`src/rtl/cfg_host_pkg.sv`:
```
package cfg_host_pkg;
    typedef enum logic [3:0] {
        ST_IDLE,
        ST_PULSE,
        ST_WSTAT,
        ST_LEAD,
        ST_FETCH,
        ST_LOW,
        ST_HIGH,
        ST_WDONE,
        ST_XHIGH,
        ST_XLOW,
        ST_WINIT
    } seq_state_t;
endpackage

```
`src/rtl/cfg_interval_timer.sv`:
```
module cfg_interval_timer #(
    parameter int CW = 16
) (
    input  logic          clk,
    input  logic          rst_n,
    input  logic          load,
    input  logic [CW-1:0] load_val,
    output logic          expired
);
    logic [CW-1:0] cnt;

    always_ff @(posedge clk or negedge rst_n) begin
        if (!rst_n)
            cnt <= '0;
        else if (load)
            cnt <= load_val;
        else if (cnt != '0)
            cnt <= cnt - 1'b1;
    end

    assign expired = (cnt == '0);
endmodule

```
`src/rtl/cfg_bus_drv.sv`:
```
module cfg_bus_drv #(
    parameter int DW = 16,
    parameter int BW = 16
) (
    input  logic          clk,
    input  logic          rst_n,
    input  logic          capture,
    input  logic [DW-1:0] din,
    input  logic          din_last,
    input  logic          oe_en,
    output logic [BW-1:0] bus_o,
    output logic          bus_oe,
    output logic          last_q
);
    logic [DW-1:0] word_q;
    logic [BW-1:0] wide;

    always_ff @(posedge clk or negedge rst_n) begin
        if (!rst_n) begin
            word_q <= '0;
            last_q <= 1'b0;
        end else if (capture) begin
            word_q <= din;
            last_q <= din_last;
        end
    end

    generate
        if (BW > DW) begin : g_pad
            assign wide = {{(BW-DW){1'b0}}, word_q};
        end else begin : g_full
            assign wide = word_q[BW-1:0];
        end
    endgenerate

    assign bus_o  = oe_en ? wide : '0;
    assign bus_oe = oe_en;
endmodule

```
`src/rtl/cfg_host_seq.sv`:
```
module cfg_host_seq
    import cfg_host_pkg::*;
#(
    parameter int DW          = 16,
    parameter int CW          = 16,
    parameter int T_PULSE     = 4,
    parameter int T_LEAD      = 3,
    parameter int T_LO        = 2,
    parameter int T_HI        = 2,
    parameter int T_STAT_TMO  = 64,
    parameter int T_DONE_TMO  = 32,
    parameter int T_INIT_TMO  = 32,
    parameter bit USE_INIT    = 1'b1,
    localparam int BW         = 16
) (
    input  logic          clk,
    input  logic          rst_n,
    input  logic          start,
    input  logic          s_valid,
    input  logic [DW-1:0] s_data,
    input  logic          s_last,
    output logic          s_ready,
    output logic          cfg_rst_n,
    input  logic          stat_i,
    input  logic          done_i,
    input  logic          init_done_i,
    output logic          dclk_o,
    output logic [BW-1:0] data_o,
    output logic          data_oe,
    output logic          busy,
    output logic          ok,
    output logic          err,
    output logic          tmo
);
    localparam logic [CW-1:0] L_PULSE = CW'(T_PULSE - 1);
    localparam logic [CW-1:0] L_LEAD  = CW'(T_LEAD - 1);
    localparam logic [CW-1:0] L_LO    = CW'(T_LO - 1);
    localparam logic [CW-1:0] L_HI    = CW'(T_HI - 1);
    localparam logic [CW-1:0] L_STAT  = CW'(T_STAT_TMO - 1);
    localparam logic [CW-1:0] L_DONE  = CW'(T_DONE_TMO - 1);
    localparam logic [CW-1:0] L_INIT  = CW'(T_INIT_TMO - 1);

    seq_state_t    st, st_d;
    logic          xcnt, x_d;
    logic          t_load, t_exp;
    logic [CW-1:0] t_val;
    logic          set_ok, set_err, set_tmo;
    logic          last_q, oe_en;

    cfg_interval_timer #(.CW(CW)) u_timer (
        .clk      (clk),
        .rst_n    (rst_n),
        .load     (t_load),
        .load_val (t_val),
        .expired  (t_exp)
    );

    cfg_bus_drv #(.DW(DW), .BW(BW)) u_bus (
        .clk      (clk),
        .rst_n    (rst_n),
        .capture  (s_ready),
        .din      (s_data),
        .din_last (s_last),
        .oe_en    (oe_en),
        .bus_o    (data_o),
        .bus_oe   (data_oe),
        .last_q   (last_q)
    );

    // next-state and timer control
    always_comb begin
        st_d    = st;
        x_d     = xcnt;
        t_load  = 1'b0;
        t_val   = '0;
        set_ok  = 1'b0;
        set_err = 1'b0;
        set_tmo = 1'b0;
        unique case (st)
            ST_IDLE: if (start) begin
                st_d = ST_PULSE; t_load = 1'b1; t_val = L_PULSE;
            end
            ST_PULSE: if (t_exp) begin
                st_d = ST_WSTAT; t_load = 1'b1; t_val = L_STAT;
            end
            ST_WSTAT: begin
                if (stat_i) begin
                    st_d = ST_LEAD; t_load = 1'b1; t_val = L_LEAD;
                end else if (t_exp) begin
                    st_d = ST_IDLE; set_tmo = 1'b1;
                end
            end
            ST_LEAD: if (t_exp) st_d = ST_FETCH;
            ST_FETCH: begin
                if (!stat_i) begin
                    st_d = ST_IDLE; set_err = 1'b1;
                end else if (s_valid) begin
                    st_d = ST_LOW; t_load = 1'b1; t_val = L_LO;
                end
            end
            ST_LOW: begin
                if (!stat_i) begin
                    st_d = ST_IDLE; set_err = 1'b1;
                end else if (t_exp) begin
                    st_d = ST_HIGH; t_load = 1'b1; t_val = L_HI;
                end
            end
            ST_HIGH: begin
                if (!stat_i) begin
                    st_d = ST_IDLE; set_err = 1'b1;
                end else if (t_exp) begin
                    if (last_q) begin
                        st_d = ST_WDONE; t_load = 1'b1; t_val = L_DONE;
                    end else begin
                        st_d = ST_FETCH;
                    end
                end
            end
            ST_WDONE: begin
                if (done_i) begin
                    st_d = ST_XHIGH; t_load = 1'b1; t_val = L_HI; x_d = 1'b0;
                end else if (t_exp) begin
                    st_d = ST_IDLE; set_tmo = 1'b1;
                end
            end
            ST_XHIGH: if (t_exp) begin
                st_d = ST_XLOW; t_load = 1'b1; t_val = L_LO;
            end
            ST_XLOW: if (t_exp) begin
                if (!xcnt) begin
                    x_d = 1'b1; st_d = ST_XHIGH; t_load = 1'b1; t_val = L_HI;
                end else if (USE_INIT) begin
                    st_d = ST_WINIT; t_load = 1'b1; t_val = L_INIT;
                end else begin
                    st_d = ST_IDLE; set_ok = 1'b1;
                end
            end
            ST_WINIT: begin
                if (init_done_i) begin
                    st_d = ST_IDLE; set_ok = 1'b1;
                end else if (t_exp) begin
                    st_d = ST_IDLE; set_tmo = 1'b1;
                end
            end
            default: st_d = ST_IDLE;
        endcase
    end

    // state register and result flags
    always_ff @(posedge clk or negedge rst_n) begin
        if (!rst_n) begin
            st   <= ST_IDLE;
            xcnt <= 1'b0;
            ok   <= 1'b0;
            err  <= 1'b0;
            tmo  <= 1'b0;
        end else begin
            st   <= st_d;
            xcnt <= x_d;
            if (st == ST_IDLE && start) begin
                ok  <= 1'b0;
                err <= 1'b0;
                tmo <= 1'b0;
            end else begin
                if (set_ok)  ok  <= 1'b1;
                if (set_err) err <= 1'b1;
                if (set_tmo) tmo <= 1'b1;
            end
        end
    end

    // outputs decoded from state
    always_comb begin
        s_ready   = (st == ST_FETCH) && s_valid && stat_i;
        cfg_rst_n = (st != ST_PULSE);
        dclk_o    = (st == ST_HIGH) || (st == ST_XHIGH);
        busy      = (st != ST_IDLE);
        oe_en     = (st == ST_FETCH) || (st == ST_LOW) || (st == ST_HIGH) ||
                    (st == ST_WDONE) || (st == ST_XHIGH) || (st == ST_XLOW);
    end
endmodule

```
`config.mk`:
```
export PLATFORM = sky130hd
export DESIGN_NAME = cfg_host_seq
export DESIGN_NICKNAME = d
export VERILOG_FILES = /design/src/rtl/cfg_host_pkg.sv /design/src/rtl/cfg_interval_timer.sv /design/src/rtl/cfg_bus_drv.sv /design/src/rtl/cfg_host_seq.sv
export SDC_FILE = /design/constraint.sdc
export NUM_CORES = 1
export LEC_CHECK = 0
export ABC_AREA = 1
export BUFFER_PORTS_ARGS = -buffer_cell sky130_fd_sc_hd__buf_2
export CAP_MARGIN = 10
export CORE_MARGIN = 1.5
export CORE_UTILIZATION = 32
export CTS_CLUSTER_DIAMETER = 30
export CTS_CLUSTER_SIZE = 16
export DETAILED_ROUTE_END_ITERATION = 6
export REMOVE_ABC_BUFFERS = 1
export SLEW_MARGIN = 15
export SYNTH_ARGS = -nofsm -noshare
export SYNTH_HDL_FRONTEND = slang
export SYNTH_SLANG_ARGS = --single-unit
```
`constraint.sdc`:
```
create_clock -name clk -period 4.8 [get_ports clk]
set_clock_uncertainty 0.15 [all_clocks]
set_input_delay 0.48 -clock clk [delete_from_list [all_inputs] [get_ports clk]]
set_output_delay 0.48 -clock clk [all_outputs]
set_load 0.02 [all_outputs]
```
==> results.toml <==
[power_and_ir_drop]
vdd_drop_max_mv = 0.253
comb_power_share_pct = 52.3
p_leak_nw = 1.56
powerDensity_nw_per_um2 = 642
p_seq_share_pct = 32.4
finalPower_mw = 1.85
p_int_mw = 0.991
power_switching_mw = 0.860
power.share.switching_pct = 46.5
p_clk_share_pct = 15.2

[hold_path]
holdCritPathClass = "in2async"

[sta]
maxSlewHeadroom_pct = 30.4
slew_violations = 0
hold_viol_final = 0
post-route-min-period_ns = 2.84
fin_tns_setup_ns = 0
post-route-period-util_pct = 59.3
final.setup.worst_slack_ns = 1.96
rsz0062_at_grt = "no"
setup_viol = 0
fmax_mhz = 352
holdWs_ns = 0.161
worst_pin_slew_ns = 1.04

[die]
fp.dieH_um = 90.9
die_w_um = 90.9
core_um2 = 7370
start_util_pct = 33.5
ios = 48
rows = 31
die_area_um2 = 8260

[clock_tree]
cts_buffer_depth = 2
root_buffer = "clkbuf_8"
htreeDepth = 2
cts_resized = 0
cts_tree = "yes"
insertion_delay_ns = 0.29
post_cts_buffers = 0
hold_buffers = 0
clk_pin_slew_ns = 0.08
clock_sinks = 41
cts-buffers-inserted = 5

[synth]
synth_area_leader_cell = "dfrtp_1"
ys_seq_area_share_pct = 41.5
yosysUniqueCellTypes = 32
yosys-top-cells-count = "nand2_1 (82), nor2_1 (60), dfrtp_1 (41), inv_1 (41), o21ai_0 (25)"
yosys-top-cells-area = "dfrtp_1 (41%), nand2_1 (12%), nor2_1 (9.1%)"
synth_area_um2 = 2470
syn_inst = 339
synth_edf_count = 0
syn_area_per_cell_um2 = 7.29
async_flop_share_pct = 100
synthMostInstantiatedCell = "nand2_1"
ys_ff_latch = 41
synth_top_area_share_pct = 41.5
synth_ff_type = "dfrtp_1"
yosysWarnings = 0

[global_routing]
grt-ovfl-total = 0
grt_max_degree = 42
grt_usage_pct = 13.8
grt_pass1_wl_um = 9360
grt_pass1_vias = 2066
grt_antenna_before_repair = 0

[cells_and_area]
antennaDiodeCount = 0
area_growth_pct = 16.6
layout.nets = 410
drive_gt1_share_pct = 22.3
post-route-util_pct = 39.1

[worst_setup_path]
crit_type = "reg2out"
worst_setup_path_end_kind = "output pin"
worstReg2RegEnd = "u_timer.cnt[0]$_DFFE_PN0P_"
rr_startpoint = "st[2]$_DFFE_PN0P_"
cp-start-kind = "register"
ff2ff_path_depth = 7
worstPathMaxFanout = 35
cp.arrival_ns = 2.21
r2r_slack_ns = 2.45
required_ns = 4.17

[drt]
drcViolationCount = 0
dr.pass1.iters = 4
num_vias = 2186
ant_nets = 0
avgRoutedWirePerCell_um = 11.2
routed_via_density = 4.51
drtIter0Drc = 130
routed_wl_um = 5440

[placement]
io_buffers = 47
place_hpwl_um = 4140
gp_congestion = 0.910
dp_slack_ns = 2.26

[status]
status = "finished, final reports clean"

[run]
maxCapViolations = 0
-- metal layers --
metal / global-route usage, % / share of wire, % / vias to the layer above
met2: 21.9 / 44 / 53
li1: - / - / 1135
met5: 0 / 0 / -
met3: 2.36 / 4.0 / 3
met4: 3.78 / 0.63 / 0
met1: 19.2 / 51 / 995
-- per-stage QoR --
step	std cells	area [um2]
global route	485	2880
detailed placement	477	2770
floorplan	331	2410
finish	485	2880
CTS	485	2880
global placement	477	2770
-- layout make-up --
class	count	area, um2
Clock buffer	5	68.8
Clock inverter	3	43.8
Fill cell	786	4490
Inverter	47	185
Multi-Input combinational cell	243	1200
Sequential cell	41	1030
Tap cell	99	124
Timing Repair Buffer	47	235
-- flip-flops by register name, indices dropped and copies added (netlist names) --
name and count:
st 4, err 1, u_bus.last_q 1, u_bus.wide 16, tmo 1, ok 1
xcnt 1, u_timer.cnt 16
-- kinds of logic after synthesis --
group / count (synthesis) / share of synthesized area (%)
adder cells (fa/ha/maj): 1 / 0.506
AND/OR/NAND/NOR: 190 / 35.2
XOR/XNOR: 12 / 4.25
AO/OA/AOI/OAI: 40 / 8.55
flip-flops: 41 / 41.5
buffers and inverters: 55 / 9.97
-- power groups by stage --
stage	clock, mW	combinational (mW)	sequential (mW)
2_1_floorplan	0	0.744	0.589
3_3_place_gp	0	0.963	0.600
3_5_place_dp	0	0.971	0.604
4_1_cts	0.293	0.974	0.600
5_1_grt	0.305	1.10	0.620
6_report	0.282	0.968	0.600
-- critical path: stages, from the launching register on --
cell	delay (ns)
dfrtp_1	0.54
nand2_1	0.19
nor3_4	0.87
buf_2	0.31
-- worst max path at each step --
| stage | start | end | slack [ns] | cells past startpoint |
|---|---|---|---|---|
| after detailed placement | stat_i | s_ready | 2.26 | 4 |
| after CTS | st[0]$_DFFE_PN0P_ | s_ready | 1.96 | 4 |
| after floorplan | st[0]$_DFFE_PN0P_ | u_timer.cnt[0]$_DFFE_PN0P_ | 2.75 | 8 |
| final | st[2]$_DFFE_PN0P_ | s_ready | 1.96 | 3 |
| after global placement | stat_i | s_ready | 2.29 | 4 |
| after global routing | st[0]$_DFFE_PN0P_ | s_ready | 1.77 | 4 |
-- cells in the final DEF, fill, tap and decap left out --
master / instances
dfrtp_1: 41
nand3_1: 14
inv_2: 3
nand2_1: 82
or2_2: 2
o21bai_1: 1
nand2_8: 1
nor2_1: 60
nor2_2: 9
nor3_1: 6
nand3_2: 4
nor3_2: 1
inv_1: 41
clkbuf_8: 5
inv_4: 1
ha_1: 1
nand2_4: 1
a21oi_1: 8
xnor2_1: 7
nand2_2: 3
xor2_1: 5
clkinv_2: 2
nor2_4: 3
buf_2: 47
nor3_4: 1
o21ai_1: 2
o21ai_0: 25
bufinv_16: 1
o22ai_1: 1
nand4_1: 3
o211ai_1: 3
inv_6: 2
No activity file was read; power rests on OpenSTA's default activity.
